<file path="config.mk">
export PLATFORM = sky130hd
export DESIGN_NAME = throttle_aggregator
export DESIGN_NICKNAME = d
export VERILOG_FILES = /design/src/rtl/throttle_pkg.sv /design/src/rtl/throttle_ctrl.sv /design/src/rtl/throttle_dp.sv /design/src/rtl/throttle_aggregator.sv
export SDC_FILE = /design/constraint.sdc
export NUM_CORES = 1
export LEC_CHECK = 0
export ABC_AREA = 1
export CAP_MARGIN = 20
export CORE_MARGIN = 10
export CORE_UTILIZATION = 26
export DETAILED_ROUTE_END_ITERATION = 7
export PLACE_DENSITY = 0.59
export SKIP_LAST_GASP = 1
export SLEW_MARGIN = 20
export SYNTH_ARGS = -nofsm -noshare
export SYNTH_HDL_FRONTEND = slang
export SYNTH_SLANG_ARGS = --single-unit
</file>
<file path="constraint.sdc">
create_clock -name clk -period 1.75 [get_ports clk]
set_input_delay 0.175 -clock clk [delete_from_list [all_inputs] [get_ports clk]]
set_output_delay 0.175 -clock clk [all_outputs]
set_load 0.02 [all_outputs]
</file>
<file path="src/rtl/throttle_pkg.sv">
package throttle_pkg;

  localparam logic [3:0] CODE_READY = 4'b1000;
  localparam logic [3:0] CODE_WARN  = 4'b0001;
  localparam logic [3:0] CODE_SYNC  = 4'b0010;
  localparam logic [3:0] CODE_BUSY  = 4'b0100;
  localparam logic [3:0] CODE_ERR   = 4'b1100;
  localparam logic [3:0] CODE_DISC  = 4'b0000;

  localparam logic [4:0] STAT_BUSY = 5'b00010;

  // strobes from the hysteresis control to the merge datapath
  typedef struct packed {
    logic warn;
    logic busy;
    logic sync;
  } localFlags_t;

  function automatic logic [4:0] codeToStatus(input logic [3:0] c);
    logic [4:0] s;
    case (c)
      4'b0000, 4'b1111: s = 5'b10000;
      4'b1100:          s = 5'b01000;
      4'b0010:          s = 5'b00100;
      4'b0100:          s = 5'b00010;
      4'b0001:          s = 5'b00001;
      4'b1000:          s = 5'b00000;
      default:          s = 5'b01000;  // unknown value: error
    endcase
    return s;
  endfunction

  function automatic logic [3:0] statusToCode(input logic [4:0] s);
    logic [3:0] c;
    case (s)
      5'b10000: c = CODE_DISC;
      5'b01000: c = CODE_ERR;
      5'b00100: c = CODE_SYNC;
      5'b00010: c = CODE_BUSY;
      5'b00001: c = CODE_WARN;
      default:  c = CODE_READY;
    endcase
    return c;
  endfunction

endpackage

</file>
<file path="src/rtl/throttle_ctrl.sv">
module throttle_ctrl
  import throttle_pkg::*;
#(
  parameter int LEVEL_W    = 9,
  parameter int WARN_ENTER = 192,
  parameter int WARN_EXIT  = 191,
  parameter int BUSY_ENTER = 224,
  parameter int BUSY_EXIT  = 223,
  parameter int SYNC_ENTER = 225
) (
  input  logic               clk,
  input  logic               rst_n,
  input  logic [LEVEL_W-1:0] fifoLevel,
  input  logic               resyncPulse,
  output localFlags_t        flags
);

  localparam logic [LEVEL_W-1:0] warnEnterLvl = LEVEL_W'(WARN_ENTER);
  localparam logic [LEVEL_W-1:0] warnExitLvl  = LEVEL_W'(WARN_EXIT);
  localparam logic [LEVEL_W-1:0] busyEnterLvl = LEVEL_W'(BUSY_ENTER);
  localparam logic [LEVEL_W-1:0] busyExitLvl  = LEVEL_W'(BUSY_EXIT);
  localparam logic [LEVEL_W-1:0] syncEnterLvl = LEVEL_W'(SYNC_ENTER);

  typedef enum logic [1:0] {ST_READY, ST_WARN, ST_BUSY, ST_SYNC} fillState_t;

  fillState_t state, stateNext;

  always_comb begin
    stateNext = state;
    case (state)
      ST_READY: if (fifoLevel >= warnEnterLvl) stateNext = ST_WARN;
      ST_WARN: begin
        if (fifoLevel >= busyEnterLvl)     stateNext = ST_BUSY;
        else if (fifoLevel <= warnExitLvl) stateNext = ST_READY;
      end
      ST_BUSY: begin
        if (fifoLevel >= syncEnterLvl)     stateNext = ST_SYNC;
        else if (fifoLevel <= busyExitLvl) stateNext = ST_WARN;
      end
      ST_SYNC: if (resyncPulse) stateNext = ST_READY;
      default: stateNext = ST_READY;
    endcase
  end

  always_ff @(posedge clk or negedge rst_n) begin
    if (!rst_n) state <= ST_READY;
    else        state <= stateNext;
  end

  assign flags.warn = (state == ST_WARN);
  assign flags.busy = (state == ST_BUSY);
  assign flags.sync = (state == ST_SYNC);

endmodule

</file>
<file path="src/rtl/throttle_dp.sv">
module throttle_dp
  import throttle_pkg::*;
#(
  parameter int NUM_REMOTE = 12
) (
  input  logic                    clk,
  input  logic                    rst_n,
  input  logic                    runMode,
  input  logic [NUM_REMOTE*4-1:0] remoteCodes,
  input  localFlags_t             flags,
  output logic [3:0]              mergedCode,
  output logic [4:0]              mergedStatus,
  output logic                    codeChanged
);

  logic [4:0] remoteStat [NUM_REMOTE];
  logic [4:0] anyStat;
  logic [4:0] pickStat;
  logic [4:0] nextStat;
  logic [3:0] nextCode;

  for (genvar g = 0; g < NUM_REMOTE; g++) begin : g_decode
    assign remoteStat[g] = codeToStatus(remoteCodes[g*4 +: 4]);
  end

  always_comb begin
    anyStat = {2'b00, flags.sync, flags.busy, flags.warn};
    for (int i = 0; i < NUM_REMOTE; i++) anyStat = anyStat | remoteStat[i];
  end

  always_comb begin
    pickStat = 5'b00000;
    if (anyStat[4])      pickStat = 5'b10000;
    else if (anyStat[3]) pickStat = 5'b01000;
    else if (anyStat[2]) pickStat = 5'b00100;
    else if (anyStat[1]) pickStat = 5'b00010;
    else if (anyStat[0]) pickStat = 5'b00001;
  end

  assign nextStat = runMode ? pickStat : STAT_BUSY;
  assign nextCode = statusToCode(nextStat);

  always_ff @(posedge clk or negedge rst_n) begin
    if (!rst_n) begin
      mergedCode   <= CODE_BUSY;
      mergedStatus <= STAT_BUSY;
      codeChanged  <= 1'b0;
    end else begin
      mergedCode   <= nextCode;
      mergedStatus <= nextStat;
      codeChanged  <= (nextCode != mergedCode);
    end
  end

endmodule

</file>
<file path="src/rtl/throttle_aggregator.sv">
module throttle_aggregator
  import throttle_pkg::*;
#(
  parameter int NUM_REMOTE = 12,
  parameter int LEVEL_W    = 9,
  parameter int WARN_ENTER = 192,
  parameter int WARN_EXIT  = 191,
  parameter int BUSY_ENTER = 224,
  parameter int BUSY_EXIT  = 223,
  parameter int SYNC_ENTER = 225
) (
  input  logic                    clk,
  input  logic                    rst_n,
  input  logic                    runMode,
  input  logic                    resyncPulse,
  input  logic [LEVEL_W-1:0]      fifoLevel,
  input  logic [NUM_REMOTE*4-1:0] remoteCodes,
  output logic [3:0]              mergedCode,
  output logic [4:0]              mergedStatus,
  output logic                    codeChanged
);

  localFlags_t flags;

  throttle_ctrl #(
    .LEVEL_W(LEVEL_W), .WARN_ENTER(WARN_ENTER), .WARN_EXIT(WARN_EXIT),
    .BUSY_ENTER(BUSY_ENTER), .BUSY_EXIT(BUSY_EXIT), .SYNC_ENTER(SYNC_ENTER)
  ) u_ctrl (
    .clk(clk), .rst_n(rst_n), .fifoLevel(fifoLevel),
    .resyncPulse(resyncPulse), .flags(flags)
  );

  throttle_dp #(.NUM_REMOTE(NUM_REMOTE)) u_dp (
    .clk(clk), .rst_n(rst_n), .runMode(runMode), .remoteCodes(remoteCodes),
    .flags(flags), .mergedCode(mergedCode), .mergedStatus(mergedStatus),
    .codeChanged(codeChanged)
  );

endmodule

</file>
==> flow_summary.ini, run 1 <==
[outcome]
status = finished clean

[clock_tree]
root_buffer = clkbuf_8
cts_tree = built
cts_buffers = 3
postCtsHoldBufs = 0
clkLatencyLatePin_ps = 240
htree_levels = 1
clk_pin_slew_ps = 50
clock_sinks = 12
cts_max_path_buffers = 2

[worst_hold_path]
worst_hold_path_type = in2async

[power_and_ir_drop]
ir_drop_uv = 263
p_sw_frac = 0.389
pwr-share-seq = 0.258
p_total_uw = 1400
p_switching_uw = 544
p_comb_frac = 0.559
p_int_uw = 853
power.density_nw_per_um2 = 468
p_clk_frac = 0.183
p_leak_uw = 0.00181

[drt]
vias = 2417
drtPass1Iterations = 4
drcViolationCount = 0
wl_per_cell_um = 10.7
vias_per_cell = 4.39
drtIter0Drc = 64
routed_wl_mm = 5.90
drtAntennaViolNets = 0

[floorplanning]
die_height_um = 103
die_area_sq_um = 10500
io_pins = 71
start_util = 0.264
row_count = 30
die_w_um = 103
core_sq_um = 6720

[critical_path]
critPathLaunchType = flop
r2r_end = u_dp.codeChanged$_DFF_PN0_
r2r-start = u_ctrl.state[1]$_DFFE_PN0P_
r2r_slack_ps = 140
path_max_fanout = 5
cp-end-kind = flop
reg2regPathDepth = 14
crit_required_ps = 1870
crit_type = reg2reg
critPathArrivalTime_ps = 1730

[yosys]
async_reset_ff_frac = 1.00
synth_edf_count = 0
synth_top_area_cell = nand2_1
ys_ff_latch = 12
synthFlopType = dfrtp_1
ys_warn_count = 0
synth.avg_cell_area_sq_um = 4.85
syn-cell-area_sq_um = 1780
syn_inst = 366
synth_area_leaders = nand2_1 (28%), nor2_1 (15%), inv_1 (15%)
ys_seq_area_frac = 0.170
synthMostInstantiatedCell = nand2_1
yosysTopAreaCellShare = 0.279
synthTopCellsByCount = nand2_1 (132), nor2_1 (71), inv_1 (70)
syn_nets = 427
ys_types = 22

[timing]
finalMaxSlewViolations = 0
setup_tns_ps = 0
clock.fmax_mhz = 621
setup_ws_ps = 138
skew_ps = 5.33
setup_viol = 0
tightest_slew_ps = 524
slew_headroom = 0.650
post-route-min-period_ps = 1610
finalHoldViolCount = 0
rsz0062_at_grt = true
min_period_over_period = 0.921

[placement]
io_buffer_count = 70
dp_hpwl_mm = 4.99
place_congestion = 0.827
pre_cts_ws_ps = -417

[global_route]
grt_max_degree = 13
grt_util_all_layers = 0.112
grt_pass1_wl_mm = 9.86
grt_pass1_vias = 2334
overflow = 0
antenna_found_initial = 0

[cells_and_area]
antenna_cells = 0
area_growth_pct = 67.9
layout.nets = 533
utilization = 0.444
drive_gt1_frac = 0.202

[job]
cap_violations = 0
==> placed cells by master (no fill, tap or decap), types with 2 or more instances in the layout <==
cell type / netlist / layout
a21oi_1: 9 / 6
a21oi_2: 0 / 3
buf_4: 0 / 31
clkbuf_2: 0 / 2
clkbuf_8: 0 / 3
clkdlybuf4s15_1: 0 / 3
clkdlybuf4s50_1: 0 / 22
dfrtp_1: 10 / 9
dfstp_2: 2 / 2
dlygate4sd2_1: 0 / 28
dlymetal6s2s_1: 0 / 15
inv_1: 70 / 69
inv_2: 1 / 2
nand2_1: 132 / 122
nand2_2: 1 / 11
nand3_1: 38 / 36
nand3_2: 1 / 3
nand4_1: 9 / 9
nor2_1: 71 / 42
nor2_2: 6 / 33
nor2_4: 1 / 3
nor3_1: 2 / 2
o21ai_0: 6 / 4
o21ai_1: 1 / 3
==> kinds of logic after synthesis <==
group / share of synthesized area
compound gates: 0.0528
xor+xnor: 0.00493
buf+inv: 0.150
flops: 0.170
simple gates: 0.622
==> repair_timing <==
action / CTS / global route
setup endpoints to repair: 3 / 9
gates resized for setup: 64 / 42
endpoints found under the hold margin: 0 / 0
pin swaps: 17 / 30
buffers inserted: 4 / 9
==> per-stage QoR <==
stage / hold WS (ps) / area [sq um] / instances
final: 284 / 2980 / 551
after global routing: 335 / 2980 / 551
after CTS: 300 / 2830 / 542
after detailed placement: 524 / 2710 / 534
after global placement: 515 / 2710 / 534
after floorplan: -121 / 1780 / 366
==> worst max-delay path by stage <==
stage,to,slack (ps),startpoint
final,u_dp.codeChanged$_DFF_PN0_,140,u_ctrl.state[1]$_DFFE_PN0P_
after CTS,u_dp.codeChanged$_DFF_PN0_,1,remoteCodes[15]
after global routing,u_dp.codeChanged$_DFF_PN0_,-70,remoteCodes[25]
after floorplan,u_dp.codeChanged$_DFF_PN0_,260,u_ctrl.state[0]$_DFFE_PN0P_
after detailed placement,u_dp.codeChanged$_DFF_PN0_,-420,remoteCodes[44]
after global placement,u_dp.codeChanged$_DFF_PN0_,-380,remoteCodes[44]
==> per-layer routing <==
| metal | vias to the layer above | routed length [um] | track usage |
|---|---|---|---|
| met3 | 2 | 406 | 0.0255 |
| met4 | 0 | 19 | 0.00868 |
| li1 | 1325 | - | - |
| met1 | 1046 | 2420 | 0.129 |
| met2 | 44 | 3060 | 0.212 |
| met5 | - | 0 | 0 |
==> registers in the layout, summed over array words and instances, names as in the netlist <==
register / cells
u_dp.mergedStatus: 5
u_dp.mergedCode: 4
u_ctrl.state: 2
u_dp.codeChanged: 1
==> layout make-up <==
type | count | area (sq um)
fillers | 746 | 3740
multi-input cells | 283 | 1340
repair buffers | 101 | 926
flip-flops and latches | 12 | 304
inverters | 71 | 267
well taps | 80 | 100
clock buffers | 4 | 45.0
==> power by group through the flow <==
stage,clock [uW],combinational (uW),sequential (uW)
2_1_floorplan,0,344,374
3_3_place_gp,0,697,355
3_5_place_dp,0,708,357
4_1_cts,263,719,353
5_1_grt,277,889,364
6_report,256,781,360
==> critical path: stages (launching register included) <==
cell	delay, ps
dfrtp_2	430
nand2_2	80
nand2_1	70
inv_1	50
nand2_1	40
nor2_1	80
nand2_1	70
nor2_1	110
nand2_1	60
nand2_1	60
nand2_2	100
nand3_1	80
nand2_1	60
nor2_2	100
nand3_1	80
Power figures use the tool's default switching activity.
==> inputs of run 2 (changes only) <==
CORE_MARGIN = unset   (was 10)
DONT_BUFFER_PORTS = 1   (was unset)
PLACE_DENSITY = 0.45   (was 0.59)
==> flow_summary.ini, run 2 (synthesis results as in run 1) <==
[critical_path]
critPathLaunchType = flop
crit_start = u_ctrl.state[0]$_DFFE_PN0P_
crit_type = reg2reg
critPathArrivalTime_ps = 1740
path_max_fanout = 4
cp-end-kind = flop
crit_required_ps = 1870
reg2regPathDepth = 13
r2r_slack_ps = 130
r2r-start = u_ctrl.state[0]$_DFFE_PN0P_
r2r_end = u_dp.codeChanged$_DFF_PN0_
worstSetupEndpoint = u_dp.codeChanged$_DFF_PN0_

[cells_and_area]
final_common_cell = nand2_1
reg_top3 = u_dp.mergedStatus x5, u_dp.mergedCode x4, u_ctrl.state x2
top_register = u_dp.mergedStatus
layout_common_cells = nand2_1 (126), inv_1 (69), nor2_1 (66)
area_growth_pct = 12.3
layout.nets = 435
drive_gt1_frac = 0.0885
largest_reg_flops = 5
antenna_cells = 0

[floorplanning]
die_height_um = 84.7
io_pins = 71
core_sq_um = 6460
die_area_sq_um = 7170
row_count = 29
die_w_um = 84.7
start_util = 0.275

[drt]
drcViolationCount = 4
drtPass1Iterations = 8
vias_per_cell = 4.48
drtAntennaViolNets = 0
routed_wl_mm = 4.74
wl_per_cell_um = 10.5
drtIter0Drc = 88
vias = 2016

[clock_tree]
cts_max_path_buffers = 2
cts_tree = built
clk_pin_slew_ps = 50
root_buffer = clkbuf_8
cts_buffers = 3
htree_levels = 1
clock_sinks = 12
clkLatencyLatePin_ps = 230

[power_and_ir_drop]
power.density_nw_per_um2 = 554
p_leak_uw = 0.00124
ir_drop_uv = 304

[global_route]
grt_util_all_layers = 0.133
overflow = 0
grt_pass1_vias = 1864
grt_pass1_wl_mm = 7.82
antenna_found_initial = 0
grt_max_degree = 13

[placement]
dp_hpwl_mm = 4.12
pre_cts_ws_ps = -83.1
io_buffer_count = 0
place_congestion = 0.799

[outcome]
violations = DRC
status = finished with violations

[timing]
min_period_over_period = 0.924
clock.fmax_mhz = 618
rsz0062_at_grt = true
post-route-min-period_ps = 1620
setup_tns_ps = 0
finalHoldViolCount = 0
tightest_slew_ps = 526
setup_ws_ps = 132
skew_ps = 3.76
finalMaxSlewViolations = 0
setup_viol = 0
slew_headroom = 0.649

[worst_hold_path]
holdPathStages = 2
worst_hold_path_type = in2reg

[job]
cap_violations = 0
-- run 2: cell types whose count changed in the layout (fill, tap and decap cells not counted), moves of 3 or more --
| cell | previous run | this run |
|---|---|---|
| clkdlybuf4s50_1 | 22 | 0 |
| nand2_2 | 11 | 6 |
| nor2_2 | 33 | 10 |
| clkdlybuf4s15_1 | 3 | 0 |
| dlygate4sd2_1 | 28 | 0 |
| dlymetal6s2s_1 | 15 | 0 |
| nor2_1 | 42 | 66 |
| nand2_1 | 122 | 126 |
| buf_4 | 31 | 2 |
-- run 2: layer usage --
layer | GRT usage | vias to the layer above | part of all wire
li1 | - | 1130 | -
met1 | 0.174 | 835 | 0.49
met2 | 0.228 | 49 | 0.45
met3 | 0.0354 | 2 | 0.064
met4 | 0.00924 | 0 | 0.0017
met5 | 0 | - | 0
-- run 2: worst min path at each step --
stage / start / end
finish: runMode / u_dp.mergedStatus[4]$_DFF_PN0_
CTS: runMode / u_dp.mergedStatus[4]$_DFF_PN0_
detailed placement: rst_n / u_ctrl.state[0]$_DFFE_PN0P_
global route: runMode / u_dp.mergedStatus[4]$_DFF_PN0_
floorplan: rst_n / u_ctrl.state[0]$_DFFE_PN0P_
global placement: rst_n / u_ctrl.state[0]$_DFFE_PN0P_
-- run 2: timing repair --
item,CTS,global route
endpoints found under the setup margin,1,2
setup buffers,0,2
resized for setup,3,15
pin swaps,0,14
hold buffers,1,0
endpoints found under the hold margin,12,0
-- run 2: through the flow --
| step | hold WS (ps) | instances | total power, uW | utilization | instance area, sq um |
|---|---|---|---|---|---|
| final | 62.4 | 450 | 1100 | 0.309 | 2000 |
| after global routing | 89.9 | 450 | 1220 | 0.309 | 2000 |
| after CTS | 56.1 | 448 | 1080 | 0.300 | 1940 |
| after detailed placement | -120 | 443 | 805 | 0.290 | 1870 |
| after global placement | -120 | 443 | 803 | 0.290 | 1870 |
| after floorplan | -121 | 366 | 718 | - | 1780 |
-- run 2: area by class of cell --
type                       count  area, sq um
fill                         749         4460
timing repair buffer           3         25.0
sequential                    12          304
tap                           77         96.3
multi-input combinational    283         1260
inverter                      71          267
clock buffer                   4         45.0
-- run 2: power breakdown --
group	switching (uW)	internal [uW]
sequential	62.4	324
combinational	294	176
clock	89.1	159
total	445	659
-- run 2: worst max-delay path, stage by stage, from the launching register on --
cell and delay, ps:
dfrtp_1 380, inv_2 80, nand2_2 80, nand2_2 50, nor2_2 80, nand2_1 70, nor2_2 140, nand3_2 110
nor2_4 160, nand3_2 80, nand2_2 70, nand2_1 40, nor2_1 90, nand3_1 80
